[src/rtl/shadow_bank_pkg.sv]
package shadow_bank_pkg;
  localparam int ADDR_W     = 6;
  localparam int DATA_W     = 32;
  localparam int WIN_BASE   = 8;
  localparam int WIN_STRIDE = 8;
  localparam int Y_LSB      = 16;
  localparam logic [ADDR_W-1:0] CTRL_A = ADDR_W'(0);
  localparam logic [ADDR_W-1:0] PROT_A = ADDR_W'(1);

  typedef enum logic [1:0] {
    F_ENA  = 2'd0,
    F_BASE = 2'd1,
    F_TL   = 2'd2,
    F_BR   = 2'd3
  } win_field_e;

  function automatic logic [ADDR_W-1:0] win_addr(input int w, input win_field_e f);
    return ADDR_W'(WIN_BASE + w * WIN_STRIDE + int'(f));
  endfunction
endpackage

[src/rtl/shadow_glob_slot.sv]
module shadow_glob_slot
  import shadow_bank_pkg::*;
#(
  parameter int NWIN = 2
) (
  input  logic              clk,
  input  logic              rst_n,
  input  logic              wr_en,
  input  logic [ADDR_W-1:0] wr_addr,
  input  logic [1:0]        wr_ctl,
  input  logic [NWIN-1:0]   wr_prot,
  input  logic              vsync,
  input  logic              any_pend,
  input  logic [ADDR_W-1:0] rd_addr,
  output logic              arm,
  output logic [NWIN-1:0]   protect,
  output logic              stg_disp,
  output logic              act_disp,
  output logic              pend_glob,
  output logic              glob_commit,
  output logic [DATA_W-1:0] rd_stg,
  output logic [DATA_W-1:0] rd_act
);
  logic ctrl_wr, prot_wr;

  assign ctrl_wr     = wr_en && (wr_addr == CTRL_A);
  assign prot_wr     = wr_en && (wr_addr == PROT_A);
  assign arm         = ctrl_wr && wr_ctl[1];
  assign glob_commit = vsync && pend_glob;

  always_ff @(posedge clk) begin
    if (!rst_n) begin
      stg_disp  <= 1'b0;
      act_disp  <= 1'b0;
      pend_glob <= 1'b0;
      protect   <= '0;
    end else begin
      if (ctrl_wr) stg_disp <= wr_ctl[0];
      if (prot_wr) protect <= wr_prot;
      if (glob_commit) act_disp <= stg_disp;
      pend_glob <= arm | (pend_glob & ~glob_commit);
    end
  end

  always_comb begin
    rd_stg = '0;
    rd_act = '0;
    if (rd_addr == CTRL_A) begin
      rd_stg[0] = stg_disp;
      rd_stg[1] = any_pend;
      rd_act[0] = act_disp;
    end else if (rd_addr == PROT_A) begin
      rd_stg[NWIN-1:0] = protect;
      rd_act[NWIN-1:0] = protect;
    end
  end
endmodule

[src/rtl/shadow_win_slot.sv]
module shadow_win_slot
  import shadow_bank_pkg::*;
#(
  parameter int IDX     = 0,
  parameter int BASE_W  = 32,
  parameter int COORD_W = 12,
  localparam int XY_W   = 2 * COORD_W
) (
  input  logic              clk,
  input  logic              rst_n,
  input  logic              wr_en,
  input  logic [ADDR_W-1:0] wr_addr,
  input  logic [DATA_W-1:0] wr_data,
  input  logic              arm,
  input  logic              vsync,
  input  logic              protect,
  input  logic [ADDR_W-1:0] rd_addr,
  output logic              stg_en,
  output logic [BASE_W-1:0] stg_base,
  output logic [XY_W-1:0]   stg_tl,
  output logic [XY_W-1:0]   stg_br,
  output logic              act_en,
  output logic [BASE_W-1:0] act_base,
  output logic [XY_W-1:0]   act_tl,
  output logic [XY_W-1:0]   act_br,
  output logic              pending,
  output logic              commit,
  output logic [DATA_W-1:0] rd_stg,
  output logic [DATA_W-1:0] rd_act
);
  function automatic logic [XY_W-1:0] unpack_xy(input logic [DATA_W-1:0] d);
    return {d[Y_LSB +: COORD_W], d[0 +: COORD_W]};
  endfunction

  function automatic logic [DATA_W-1:0] pack_xy(input logic [XY_W-1:0] v);
    logic [DATA_W-1:0] r;
    r = '0;
    r[0 +: COORD_W]     = v[0 +: COORD_W];
    r[Y_LSB +: COORD_W] = v[COORD_W +: COORD_W];
    return r;
  endfunction

  function automatic logic [DATA_W-1:0] view(input logic [ADDR_W-1:0] a, input logic en,
                                             input logic [BASE_W-1:0] b,
                                             input logic [XY_W-1:0] tl,
                                             input logic [XY_W-1:0] br);
    logic [DATA_W-1:0] r;
    r = '0;
    if (a == win_addr(IDX, F_ENA))       r[0] = en;
    else if (a == win_addr(IDX, F_BASE)) r[BASE_W-1:0] = b;
    else if (a == win_addr(IDX, F_TL))   r = pack_xy(tl);
    else if (a == win_addr(IDX, F_BR))   r = pack_xy(br);
    return r;
  endfunction

  assign commit = vsync && pending && !protect;

  always_ff @(posedge clk) begin
    if (!rst_n) begin
      stg_en   <= 1'b0;
      stg_base <= '0;
      stg_tl   <= '0;
      stg_br   <= '0;
      act_en   <= 1'b0;
      act_base <= '0;
      act_tl   <= '0;
      act_br   <= '0;
      pending  <= 1'b0;
    end else begin
      if (wr_en) begin
        if (wr_addr == win_addr(IDX, F_ENA))  stg_en   <= wr_data[0];
        if (wr_addr == win_addr(IDX, F_BASE)) stg_base <= wr_data[BASE_W-1:0];
        if (wr_addr == win_addr(IDX, F_TL))   stg_tl   <= unpack_xy(wr_data);
        if (wr_addr == win_addr(IDX, F_BR))   stg_br   <= unpack_xy(wr_data);
      end
      if (commit) begin
        act_en   <= stg_en;
        act_base <= stg_base;
        act_tl   <= stg_tl;
        act_br   <= stg_br;
      end
      pending <= arm | (pending & ~commit);
    end
  end

  assign rd_stg = view(rd_addr, stg_en, stg_base, stg_tl, stg_br);
  assign rd_act = view(rd_addr, act_en, act_base, act_tl, act_br);
endmodule

[src/rtl/shadow_bank.sv]
module shadow_bank
  import shadow_bank_pkg::*;
#(
  parameter int NWIN    = 2,
  parameter int BASE_W  = 32,
  parameter int COORD_W = 12,
  localparam int XY_W   = 2 * COORD_W
) (
  input  logic                   clk,
  input  logic                   rst_n,
  input  logic                   vsync,
  input  logic                   wr_en,
  input  logic [ADDR_W-1:0]      wr_addr,
  input  logic [DATA_W-1:0]      wr_data,
  input  logic [ADDR_W-1:0]      rd_addr,
  output logic [DATA_W-1:0]      rd_data,
  output logic [DATA_W-1:0]      act_rd_data,
  output logic                   act_disp_on,
  output logic [NWIN-1:0]        act_win_en,
  output logic [NWIN*BASE_W-1:0] act_win_base,
  output logic [NWIN*XY_W-1:0]   act_win_tl,
  output logic [NWIN*XY_W-1:0]   act_win_br
);
  logic                   arm;
  logic [NWIN-1:0]        protect;
  logic [NWIN-1:0]        pend_win;
  logic [NWIN-1:0]        win_commit;
  logic                   pend_glob;
  logic                   glob_commit;
  logic                   any_pend;
  logic                   stg_disp;
  logic [NWIN-1:0]        stg_win_en;
  logic [NWIN*BASE_W-1:0] stg_win_base;
  logic [NWIN*XY_W-1:0]   stg_win_tl;
  logic [NWIN*XY_W-1:0]   stg_win_br;
  logic [DATA_W-1:0]      glob_rd_stg, glob_rd_act;
  logic [DATA_W-1:0]      win_rd_stg [NWIN];
  logic [DATA_W-1:0]      win_rd_act [NWIN];

  assign any_pend = pend_glob | (|pend_win);

  shadow_glob_slot #(.NWIN(NWIN)) u_glob (
    .clk         (clk),
    .rst_n       (rst_n),
    .wr_en       (wr_en),
    .wr_addr     (wr_addr),
    .wr_ctl      (wr_data[1:0]),
    .wr_prot     (wr_data[NWIN-1:0]),
    .vsync       (vsync),
    .any_pend    (any_pend),
    .rd_addr     (rd_addr),
    .arm         (arm),
    .protect     (protect),
    .stg_disp    (stg_disp),
    .act_disp    (act_disp_on),
    .pend_glob   (pend_glob),
    .glob_commit (glob_commit),
    .rd_stg      (glob_rd_stg),
    .rd_act      (glob_rd_act)
  );

  for (genvar w = 0; w < NWIN; w++) begin : g_win
    shadow_win_slot #(.IDX(w), .BASE_W(BASE_W), .COORD_W(COORD_W)) u_slot (
      .clk      (clk),
      .rst_n    (rst_n),
      .wr_en    (wr_en),
      .wr_addr  (wr_addr),
      .wr_data  (wr_data),
      .arm      (arm),
      .vsync    (vsync),
      .protect  (protect[w]),
      .rd_addr  (rd_addr),
      .stg_en   (stg_win_en[w]),
      .stg_base (stg_win_base[w*BASE_W +: BASE_W]),
      .stg_tl   (stg_win_tl[w*XY_W +: XY_W]),
      .stg_br   (stg_win_br[w*XY_W +: XY_W]),
      .act_en   (act_win_en[w]),
      .act_base (act_win_base[w*BASE_W +: BASE_W]),
      .act_tl   (act_win_tl[w*XY_W +: XY_W]),
      .act_br   (act_win_br[w*XY_W +: XY_W]),
      .pending  (pend_win[w]),
      .commit   (win_commit[w]),
      .rd_stg   (win_rd_stg[w]),
      .rd_act   (win_rd_act[w])
    );
  end

  always_comb begin
    rd_data     = glob_rd_stg;
    act_rd_data = glob_rd_act;
    for (int w = 0; w < NWIN; w++) begin
      rd_data     = rd_data | win_rd_stg[w];
      act_rd_data = act_rd_data | win_rd_act[w];
    end
  end
endmodule

[config.mk]
export PLATFORM = sky130hd
export DESIGN_NAME = shadow_bank
export DESIGN_NICKNAME = d
export VERILOG_FILES = /design/src/rtl/shadow_bank_pkg.sv /design/src/rtl/shadow_glob_slot.sv /design/src/rtl/shadow_win_slot.sv /design/src/rtl/shadow_bank.sv
export SDC_FILE = /design/constraint.sdc
export NUM_CORES = 1
export LEC_CHECK = 0
export BUFFER_PORTS_ARGS = -buffer_cell sky130_fd_sc_hd__buf_4
export CORE_MARGIN = 4
export CORE_UTILIZATION = 25
export CTS_BUF_LIST = sky130_fd_sc_hd__clkbuf_8
export DETAILED_ROUTE_END_ITERATION = 7
export GPL_ROUTABILITY_DRIVEN = 0
export PLACE_DENSITY = 0.47
export SETUP_SLACK_MARGIN = 0.05
export SLEW_MARGIN = 20
export SYNTH_ARGS = -nofsm -noshare
export SYNTH_HDL_FRONTEND = slang
export SYNTH_SLANG_ARGS = --single-unit
[constraint.sdc]
create_clock -name clk -period 1.8 [get_ports clk]
set_input_delay 0.09 -clock clk [delete_from_list [all_inputs] [get_ports clk]]
set_output_delay 0.09 -clock clk [all_outputs]
set_load 0.01 [all_outputs]
## After elaboration in Yosys (flattened, before gate mapping)

Cells that the tools add are included.

- Flip-flop bits (word level): 331
- Word-level logic and storage cells: 99

- Equality and inequality tests: 18
- Multiplexer cells: 24
- Bitwise operators: 14
- Reduce and logical (&&, ||, !) cells: 21

Operator list:

| operator | count |
|---|---|
| $mux W28 | 8 |
| $mux W32 | 4 |
| $mux W31 | 4 |
| $or A2 B32 Y32 | 2 |
| $or A32 B32 Y32 | 2 |
| $eq A6 B4 Y1 const B | 8 |
| $eq A6 B5 Y1 const B | 8 |
| $reduce_and A2 Y1 | 8 |
| $eq A6 B1 Y1 const B | 2 |
| $logic_not A6 Y1 | 2 |
| $logic_and A1 B1 Y1 | 8 |
| $mux W1 | 6 |
| $mux W2 | 2 |
| $or A1 B1 Y1 | 4 |
| $and A1 B1 Y1 | 3 |
| $not A1 Y1 | 3 |
| $logic_not A1 Y1 | 2 |
| $reduce_or A2 Y1 | 1 |

## Depth between registers and ports, before layout

Gate-level depths: netlist of run 1.

- Word-level depth: 7
- Gate-level depth with buffers: 7

## Cells and area by module

A second synthesis of run 1 with hierarchy kept.

- Cell total of the unflattened synthesis: 1846
- Area, all modules: 15827.7 µm²

Modules (own cells, without submodules):

| module | instances | cells each | area each (µm²) | sequential area each (µm²) |
|---|---|---|---|---|
| shadow_win_slot at g_win[1].u_slot | 1 | 842 | 7374.6 | 3263.1 |
| shadow_win_slot at g_win[0].u_slot | 1 | 841 | 7303.3 | 3263.1 |
| shadow_glob_slot | 1 | 98 | 743.2 | 100.1 |
| shadow_bank | 1 | 65 | 406.6 | 0.0 |

## Worst setup path before layout of run 1

No wires, ideal clock.

- Path kind: input-to-output
- Start point: input port rd_addr[2]
- End point: output port act_rd_data[10]
- Arrival: 1.292 ns
- Setup slack: 0.418 ns
- Stages: 5
- Path through: or4b_1 buf_2 buf_6 buf_2 o22ai_1

- Cells in the longest elaborated chain, start to end: 7
- Elaborated cells between the ends (all ways): 18
- Those cells by class: eq/ne (8); mux (8); bitwise (2)

RTL lines:

| element | line | source |
|---|---|---|
| from (decl) | shadow_bank.sv:15 | `input logic [ADDR_W-1:0] rd_addr,` |
| $eq A6 B4 Y1 | shadow_win_slot.sv:52 | `else if (a == win_addr(IDX, F_BR)) r = pack_xy(br);` |
| $mux W28 | shadow_win_slot.sv:52 |  |
| $mux W28 | shadow_win_slot.sv:51 | `else if (a == win_addr(IDX, F_TL)) r = pack_xy(tl);` |
| $mux W32 | shadow_win_slot.sv:50 | `else if (a == win_addr(IDX, F_BASE)) r[BASE_W-1:0] = b;` |
| $mux W31 | shadow_win_slot.sv:49 | `if (a == win_addr(IDX, F_ENA)) r[0] = en;` |
| $or A2 B32 Y32 | shadow_bank.sv:93 | `act_rd_data = act_rd_data \| win_rd_act[w];` |
| $or A32 B32 Y32 (*) | shadow_bank.sv:93 |  |
| to (decl) | shadow_bank.sv:17 | `output logic [DATA_W-1:0] act_rd_data,` |

Mark *: on every way between the ends. The rest lies on a longest branch, timed or not.

## Worst setup path after layout of run 1

- Start point: register g_win[0].u_slot.stg_br[0]
- End point: output port rd_data[0]

- Cells in the longest elaborated chain, start to end: 6

RTL lines:

| element | line | source |
|---|---|---|
| from (decl) | shadow_win_slot.sv:21 | `output logic [XY_W-1:0] stg_br,` |
| from (signal assigned) | shadow_win_slot.sv:74 | `if (wr_addr == win_addr(IDX, F_BR)) stg_br <= unpack_xy(wr_data);` |
| $mux W28 | shadow_win_slot.sv:52 |  |
| $mux W28 | shadow_win_slot.sv:51 |  |
| $mux W32 | shadow_win_slot.sv:50 |  |
| $mux W1 | shadow_win_slot.sv:49 |  |
| $or A2 B32 Y32 | shadow_bank.sv:92 | `rd_data = rd_data \| win_rd_stg[w];` |
| $or A32 B32 Y32 | shadow_bank.sv:92 |  |
| to (decl) | shadow_bank.sv:16 | `output logic [DATA_W-1:0] rd_data,` |

Every way passes these cells.

==> summary.md, run 1 <==
| Metric | Value |
|---|---|
| Run status | `complete, but fails checks` |
| Failing checks | `negative setup slack` |
| Worst min-delay path class | `input port to flip-flop` |
| Fin cells | `2811` |
| Clock Path Buffers | `3` |
| Slew Limit Fails | `0` |
| Syn_nets | `1709` |
| Crit end category | `output port` |
| Die W | `253 µm` |
| Antenna Nets Post-Route | `0` |
| DR iter-0 viols | `666` |
| Tot Pwr | `16.1 mW` |
| Final Hold Fails | `0` |
| Layout cells sized above 1 | `37.5%` |
| Startpoint Class | `flip-flop` |
| Final Cycle Share | `108%` |
| Area delta synth->final | `39.6%` |
| DP Cell Count | `2623` |
| Worst-path clk slew | `60 ps` |
| Slew HR | `65.8%` |
| Area of the die | `63800 µm²` |
| Worst Path Max Fanout | `3` |
| FMAX | `0.515 GHz` |
| Commonest register cell after synthesis | `dfxtp_1` |
| Nets | `2039` |
| CTS Root Cell | `clkbuf_8` |
| Mapped Avg Cell Area | `9.01 µm²` |
| Antenna cells | `0` |
| Largest net degree at the start of global routing | `101` |
| Maximum VDD drop | `389 µV` |
| Clk sinks | `331` |
| Total gr overflow | `0` |
| Global-route wire length before repair | `85400 µm` |
| Min Tclk post-route | `1940 ps` |
| Final setup vio count | `8` |
| Final Skew | `14.5 ps` |
| Worst skew pair latency | `640 ps` |
| Worst Max-Slew Pin Slew | `512 ps` |
| CTS H-tree depth | `3` |
| Worst hold slack | `69.7 ps` |
| Dpl ws | `65.5 ps` |
| Io pins | `275` |
| Routed WL per cell | `20.2 µm` |
| Synth unique cells | `34` |
| Synthesis-stage register bit count | `331` |
| Vias in the first global route | `13563` |
| Largest cells by area after synthesis | `dfxtp_1 44%, nand2_1 11%, a21boi_0 9.5%` |
| Asr flop ratio synth | `0%` |
| CTS tree | `done` |
| Critical path type | `flip-flop to output port` |
| Mapped Area | `15000 µm²` |
| Routed WL | `56900 µm` |
| Setup ws final | `-142 ps` |
| EDFF count, synth | `0` |
| Synth top cells by count | `445 x nand2_1, 331 x dfxtp_1, 190 x a21boi_0` |
| DP HPWL | `37500 µm` |
| Power Density | `773 nW/µm²` |
| Die height | `253 µm` |
| Cts bufs inserted | `66` |
| Critical Path RT | `1710 ps` |
| Area fraction of the dominant cell type after synthesis | `44.3%` |
| Post-route DRC | `0` |
| CP arrival | `1850 ps` |
| YS warnings | `0` |
| Via/cell ratio | `4.75` |
| Total Routing Usage GR | `17.4%` |
| Initial antenna violation count | `0` |
| Via Count | `13346` |
| Starting Density | `25.3%` |
| Synthesized instance count | `1661` |
| I/O Buffers | `274` |
| Max cap viols | `0` |
| Count leader, synth | `nand2_1` |
| Largest area contributor in the netlist | `dfxtp_1` |
| RSZ-0062 raised after global routing | `yes` |
| CORE AREA | `59100 µm²` |
| Cell row count | `89` |
| Seq/Total Area, Yosys | `44.3%` |
| Drt pass-1 iters | `5` |
| Setup TNS | `-460 ps` |
| Leak pwr | `8.35 nW` |
path summary, 6_finish.rpt:
check	from	to	slack (ps)	cells past startpoint
setup / recovery	g_win[0].u_slot.stg_br[0]	rd_data[0]	-140	5
hold / removal	wr_en	g_win[0].u_slot.pending	70	4
setup reg to reg	u_glob.protect[0]	g_win[0].u_slot.act_base[14]	330	4
hold reg to reg	g_win[1].u_slot.stg_base[23]	g_win[1].u_slot.act_base[23]	460	2
cell families (layout without fill, tap and decap cells):
| family | Yosys count | in the layout | synth area share (%) |
|---|---|---|---|
| compound gates | 388 | 388 | 19.2 |
| buf+inv | 143 | 520 | 4.28 |
| flops | 331 | 331 | 44.3 |
| mux | 207 | 207 | 14.6 |
| simple gates | 592 | 592 | 17.6 |
power by group:
group / internal, mW / total, mW / leakage (nW) / switching, mW
sequential: 7.34 / 7.35 / 2.72 / 0.0127
clock: 4.55 / 7.92 / 0.778 / 3.37
combinational: 0.373 / 0.868 / 4.85 / 0.495
total: 12.3 / 16.1 / 8.35 / 3.88
placed cells by master, fill, tap and decap left out, types with 3 or more instances in the layout:
master and n:
a22oi_1 18, clkbuf_8 83, o22ai_2 16, buf_6 5, nand2_1 444, a21boi_1 32
buf_12 21, buf_4 337, a21boi_0 190, mux2_2 59, clkinv_2 4, inv_1 23
a22oi_2 78, nand3_1 6, nor2_4 4, dfxtp_4 3, o22ai_1 30, dfxtp_1 230
mux2i_1 111, nand3_2 3, nor2b_1 113, bufinv_16 3, dlygate4sd3_1 42, dfxtp_2 98
a22o_1 16, mux2_4 37
metrics by stage:
| stage | instance area (µm²) | utilization [%] |
|---|---|---|
| floorplan | 15000 | - |
| global placement | 18100 | 30.6 |
| finish | 20900 | 35.3 |
| CTS | 20600 | 34.8 |
| global route | 20900 | 35.3 |
| detailed placement | 18100 | 30.6 |
flip-flops by register name, summed over array words and instances (netlist names), 2 cells and up:
name and flops:
g_win.u_slot.act_en 2, g_win.u_slot.act_base 64, g_win.u_slot.stg_br 48, g_win.u_slot.stg_en 2, g_win.u_slot.stg_base 64, g_win.u_slot.pending 2
u_glob.protect 2, g_win.u_slot.act_tl 48, g_win.u_slot.act_br 48, g_win.u_slot.stg_tl 48
metal layers:
metal  vias up  wire, µm  global-route usage [%]  share of wire, %
met4         0      1540                    6.24               2.7
met5         -         0                       0                 0
li1       6392         -                       -                 -
met3        83      2580                    3.33               4.5
met1      6532     25500                    22.2                45
met2       339     27300                    29.3                48
critical path, stage by stage, from the launching register on:
cell     delay, ps
dfxtp_2        330
mux2_2         270
a22oi_2        120
o22ai_1         90
a221o_1        290
buf_6          130
timing repair:
item / CTS / global route
setup endpoints to repair: 48 / 52
hold buffers: 42 / 0
pin swaps: 30 / 23
setup buffers: 27 / 4
hold endpoints to repair: 197 / 0
gates resized for setup: 156 / 87
final cells by class:
cell class / instances / area (µm²)
sequential: 331 / 6760
tap: 773 / 967
timing repair buffer: 405 / 3430
clock buffer: 83 / 1140
multi-input combinational: 1187 / 8390
fill: 6068 / 38200
clock inverter: 32 / 211
(Power assumes the default switching activity.)
==> run 2: changes to the inputs <==
--- a/config.mk
+++ b/config.mk
@@ -11,7 +11,7 @@
 export CTS_BUF_LIST = sky130_fd_sc_hd__clkbuf_8
 export DETAILED_ROUTE_END_ITERATION = 7
 export GPL_ROUTABILITY_DRIVEN = 0
-export PLACE_DENSITY = 0.47
+export PLACE_DENSITY = 0.5
 export SETUP_SLACK_MARGIN = 0.05
 export SLEW_MARGIN = 20
 export SYNTH_ARGS = -nofsm -noshare
==> summary.md, run 2 (synthesis gave the netlist of run 1 again) <==
| Metric | Value |
|---|---|
| Run status | `complete, but fails checks` |
| Clk sinks | `331` |
| Worst hold slack | `277 ps` |
| Crit end category | `output port` |
| Sw Share | `23.8%` |
| Io pins | `275` |
| Cell row count | `89` |
| Routed WL per cell | `19.8 µm` |
| Worst path max stage delay | `310 ps` |
| Worst Max-Slew Pin Slew | `546 ps` |
| Slew HR | `63.5%` |
| I/O Buffers | `274` |
| CP arrival | `1890 ps` |
| Total gr overflow | `0` |
| Combinational power share | `5.4%` |
| Worst min-delay path class | `input port to flip-flop` |
| Initial antenna violation count | `1` |
| CTS tree | `done` |
| Power Density | `762 nW/µm²` |
| Fin cells | `2833` |
| DR iter-0 viols | `632` |
| Die W | `253 µm` |
| Worst skew pair latency | `620 ps` |
| Cts bufs inserted | `67` |
| Antenna Nets Post-Route | `0` |
| Post-route DRC | `0` |
| Worst Path Max Fanout | `2` |
| Area delta synth->final | `41.2%` |
| Most common cell after layout, fill and taps aside | `nand2_1` |
| DP HPWL | `36900 µm` |
| RSZ-0062 raised after global routing | `yes` |
| Area of the die | `63800 µm²` |
| CTS H-tree depth | `3` |
| Largest net degree at the start of global routing | `118` |
| Setup TNS | `-523 ps` |
| CP max stage cell | `dfxtp_2` |
| Total Routing Usage GR | `17.1%` |
| Global-route wire length before repair | `84400 µm` |
| Min Tclk post-route | `1980 ps` |
| Layout cells sized above 1 | `38.5%` |
| Clock power share | `48.9%` |
| Failing checks | `negative setup slack` |
| DP Cell Count | `2623` |
| Via Count | `13461` |
| Startpoint Class | `flip-flop` |
| Largest regs | `g_win.u_slot.act_base x64, g_win.u_slot.stg_base x64` |
| Dpl ws | `-43.2 ps` |
| Sequential power share | `45.7%` |
| Slew Limit Fails | `0` |
| Drt pass-1 iters | `5` |
| Final Skew | `18.5 ps` |
| Setup ws final | `-178 ps` |
| Final setup vio count | `8` |
| Vias in the first global route | `13498` |
| Final Cycle Share | `110%` |
| CTS Root Cell | `clkbuf_8` |
| Routed WL | `56100 µm` |
| Switch Pwr | `3.84 mW` |
| Worst path buffer plus inverter count | `1` |
| Nets | `2060` |
| Critical Path RT | `1710 ps` |
| Critical path type | `flip-flop to output port` |
| Die height | `253 µm` |
| Tot Pwr | `16.1 mW` |
| Final Hold Fails | `0` |
| Clock Path Buffers | `3` |
| CP cell instances | `mux2_4 -> a22oi_2 -> o22ai_1 -> a221o_1 -> buf_6` |
| Via/cell ratio | `4.75` |
| Leak pwr | `8.49 nW` |
| Worst-path clk slew | `60 ps` |
| Starting Density | `25.3%` |
| Maximum VDD drop | `481 µV` |
| CORE AREA | `59100 µm²` |
| FMAX | `0.506 GHz` |
| Most frequent cells in the layout | `444 x nand2_1, 352 x buf_4, 213 x dfxtp_1` |
| CP delay by family, top | `compound AO/OA/AOI/OAI gates` |
| P_int | `12.3 mW` |
| Max cap viols | `0` |
-- run 2: changes by cell type in the layout (fill, tap and decap cells not counted), moves of 10 or more --
cell	delta
a22oi_1	+10
a22oi_2	-10
buf_4	+15
dfxtp_1	-17
dfxtp_2	+19
mux2_2	-11
mux2_4	+11
-- run 2: cell type report --
cell class	count	area (µm²)
Tap cell	773	967
Sequential cell	331	6780
Clock inverter	30	176
Clock buffer	86	1180
Antenna cell	1	2.50
Timing Repair Buffer	425	3620
Fill cell	6003	38000
Multi-Input combinational cell	1187	8400
-- run 2: per-stage QoR --
step	utilization [%]	area (µm²)
CTS	35.3	20900
global route	35.7	21100
detailed placement	30.7	18100
global placement	30.7	18100
floorplan	-	15000
finish	35.7	21100
-- run 2: metal layers --
layer | part of all wire [%] | vias up | global-route usage (%) | wire, µm
li1 | - | 6433 | - | -
met5 | 0 | - | 0 | 0
met2 | 48 | 344 | 28.8 | 26700
met1 | 45 | 6603 | 22.0 | 25400
met3 | 5.1 | 81 | 3.87 | 2870
met4 | 1.9 | 0 | 4.45 | 1080
-- run 2: path summary, 6_finish.rpt --
kind                                     start                            to  slack, ps  depth (start not counted)
setup / recovery   g_win[1].u_slot.act_base[0]                act_rd_data[0]       -180                          5
hold / removal                     wr_data[29]  g_win[0].u_slot.stg_base[29]        280                          4
setup reg to reg       g_win[0].u_slot.pending     g_win[0].u_slot.act_br[5]        330                          5
hold reg to reg   g_win[0].u_slot.stg_base[11]  g_win[0].u_slot.stg_base[11]        460                          2
-- run 2: worst reg2reg max path, cell delays in order (launching register included) --
cell	delay, ps
dfxtp_1	360
nand2_1	110
nor2_4	330
buf_12	270
nand2_1	130
a21boi_0	190
-- run 2: repair_timing --
item | 4_1_cts | 5_1_grt
hold buffers | 43 | 0
endpoints found under the setup margin | 48 | 49
pin swaps | 45 | 40
buffers inserted | 42 | 8
hold endpoints to repair | 205 | 0
resized for setup | 200 | 61
-- run 2: power groups by stage --
stage | Combinational, mW | Clock, mW | Sequential [mW]
floorplan | 0.392 | 0 | 7.51
global placement | 0.740 | 0 | 7.51
detailed placement | 0.745 | 0 | 7.52
CTS | 0.864 | 8.18 | 7.36
global route | 0.920 | 8.50 | 7.35
finish | 0.872 | 7.88 | 7.36
==> run 3: changes to the inputs <==
--- a/config.mk
+++ b/config.mk
@@ -6,7 +6,7 @@
 export NUM_CORES = 1
 export LEC_CHECK = 0
 export BUFFER_PORTS_ARGS = -buffer_cell sky130_fd_sc_hd__buf_4
-export CORE_MARGIN = 4
+export CORE_MARGIN = 1.5
 export CORE_UTILIZATION = 25
 export CTS_BUF_LIST = sky130_fd_sc_hd__clkbuf_8
 export DETAILED_ROUTE_END_ITERATION = 7
==> summary.md, run 3 (synthesis gave the netlist of run 1 again) <==
| Metric | Value |
|---|---|
| Vias in the first global route | `13370` |
| Failing checks | `design-rule violations, negative setup slack` |
| CORE AREA | `59100 µm²` |
| Run status | `complete, but fails checks` |
| Die height | `248 µm` |
| Final Cycle Share | `108%` |
| CTS tree | `done` |
| DP Cell Count | `2626` |
| Post-route DRC | `17` |
| Setup ws final | `-146 ps` |
| Clock Path Buffers | `3` |
| DP HPWL | `35900 µm` |
| Worst skew pair latency | `630 ps` |
| Via/cell ratio | `4.73` |
| Sequential cell area | `6740 µm²` |
| Starting Density | `25.3%` |
| Slew HR | `57.0%` |
| Via Count | `13334` |
| Antenna cells | `0` |
| I/O Buffers | `274` |
| Initial antenna violation count | `0` |
| Worst min-delay path class | `input port to flip-flop` |
| CTS Root Cell | `clkbuf_8` |
| Largest regs | `g_win.u_slot.act_base x64, g_win.u_slot.stg_base x64` |
| Startpoint Class | `flip-flop` |
| Clk sinks | `331` |
| Area of the die | `61300 µm²` |
| Power Density | `776 nW/µm²` |
| Antenna Nets Post-Route | `0` |
| Slew Limit Fails | `0` |
| Die W | `248 µm` |
| Crit end category | `output port` |
| Final Cell Area | `20900 µm²` |
| Largest net degree at the start of global routing | `144` |
| CTS H-tree depth | `3` |
| Drt pass-1 iters | `8` |
| Dpl cell area | `18100 µm²` |
| DR iter-0 viols | `770` |
| Setup TNS | `-384 ps` |
| FMAX | `0.514 GHz` |
| Max cap viols | `0` |
| Total gr overflow | `0` |
| Cell row count | `89` |
| Min Tclk post-route | `1950 ps` |
| Most common cell after layout, fill and taps aside | `nand2_1` |
| Final Hold Fails | `0` |
| Worst Path Max Fanout | `3` |
| RSZ-0062 raised after global routing | `yes` |
| Io pins | `275` |
| Nets | `2050` |
| Routed WL | `55300 µm` |
| Maximum VDD drop | `434 µV` |
| Cts bufs inserted | `66` |
| Most frequent cells in the layout | `444 x nand2_1, 349 x buf_4, 239 x dfxtp_1` |
| Area used by multi-input combinational logic | `8290 µm²` |
| Global-route wire length before repair | `82200 µm` |
| Worst-path clk slew | `60 ps` |
| Worst Max-Slew Pin Slew | `645 ps` |
| Leak pwr | `8.34 nW` |
| Critical Path RT | `1710 ps` |
| Critical path type | `flip-flop to output port` |
| Final setup vio count | `8` |
| Fill cells | `6081` |
| Layout cells sized above 1 | `37.1%` |
| Total Routing Usage GR | `17.7%` |
| Final Skew | `29.0 ps` |
| Routed WL per cell | `19.6 µm` |
| CP arrival | `1860 ps` |
| Fin cells | `2820` |
| Area delta synth->final | `39.4%` |
## run 3: report_power, final
part / internal [mW] / switching, mW / total (mW) / leakage (nW)
Sequential: 7.34 / 0.0129 / 7.36 / 2.71
Combinational: 0.384 / 0.479 / 0.863 / 4.88
Clock: 4.55 / 3.41 / 7.97 / 0.751
## run 3: final cells by class
cell class / instances / share of cell area (%)
clock buffer: 86 / 5.67
clock inverter: 27 / 0.852
multi-input combinational: 1187 / 39.7
sequential: 331 / 32.3
tap: 773 / 4.64
timing repair buffer: 416 / 16.8
## run 3: worst paths after layout
path / startpoint / to / slack (ps) / depth (start not counted)
worst min-delay path: wr_en / g_win[0].u_slot.stg_tl[0] / 170 / 6
worst min register to register: g_win[0].u_slot.stg_br[14] / g_win[0].u_slot.stg_br[14] / 460 / 2
worst max register to register: g_win[0].u_slot.pending / g_win[0].u_slot.act_base[19] / 330 / 5
worst max-delay path: g_win[0].u_slot.stg_base[0] / rd_data[0] / -150 / 5
## run 3: what timing repair did
item	CTS	global route
pin swaps	43	26
hold buffers	42	0
endpoints found under the hold margin	209	0
setup endpoints to repair	48	51
resized for setup	167	42
setup buffers	31	8
## run 3: metrics by stage
| stage | hold slack [ps] | power (mW) | worst slack (ps) | util [%] |
|---|---|---|---|---|
| after floorplan | 225 | 7.90 | 418 | - |
| after global placement | 350 | 8.25 | 151 | 30.6 |
| after detailed placement | 358 | 8.26 | 87.4 | 30.6 |
| after CTS | 3.21 | 16.4 | -254 | 34.9 |
| after global routing | 161 | 16.8 | -249 | 35.3 |
| final | 167 | 16.2 | -146 | 35.3 |
## run 3: metal layers
layer,GRT usage [%],up-vias,part of all wire [%]
li1,-,6411,-
met1,22.4,6508,45
met2,30.3,348,48
met3,3.25,67,4.9
met4,5.19,0,1.6
met5,0,-,0
## run 3: worst max-delay path, cell delays in order (launching register included)
cell	delay, ps
dfxtp_2	330
mux2_4	270
a22oi_2	110
o22ai_1	100
a221o_1	290
buf_6	130
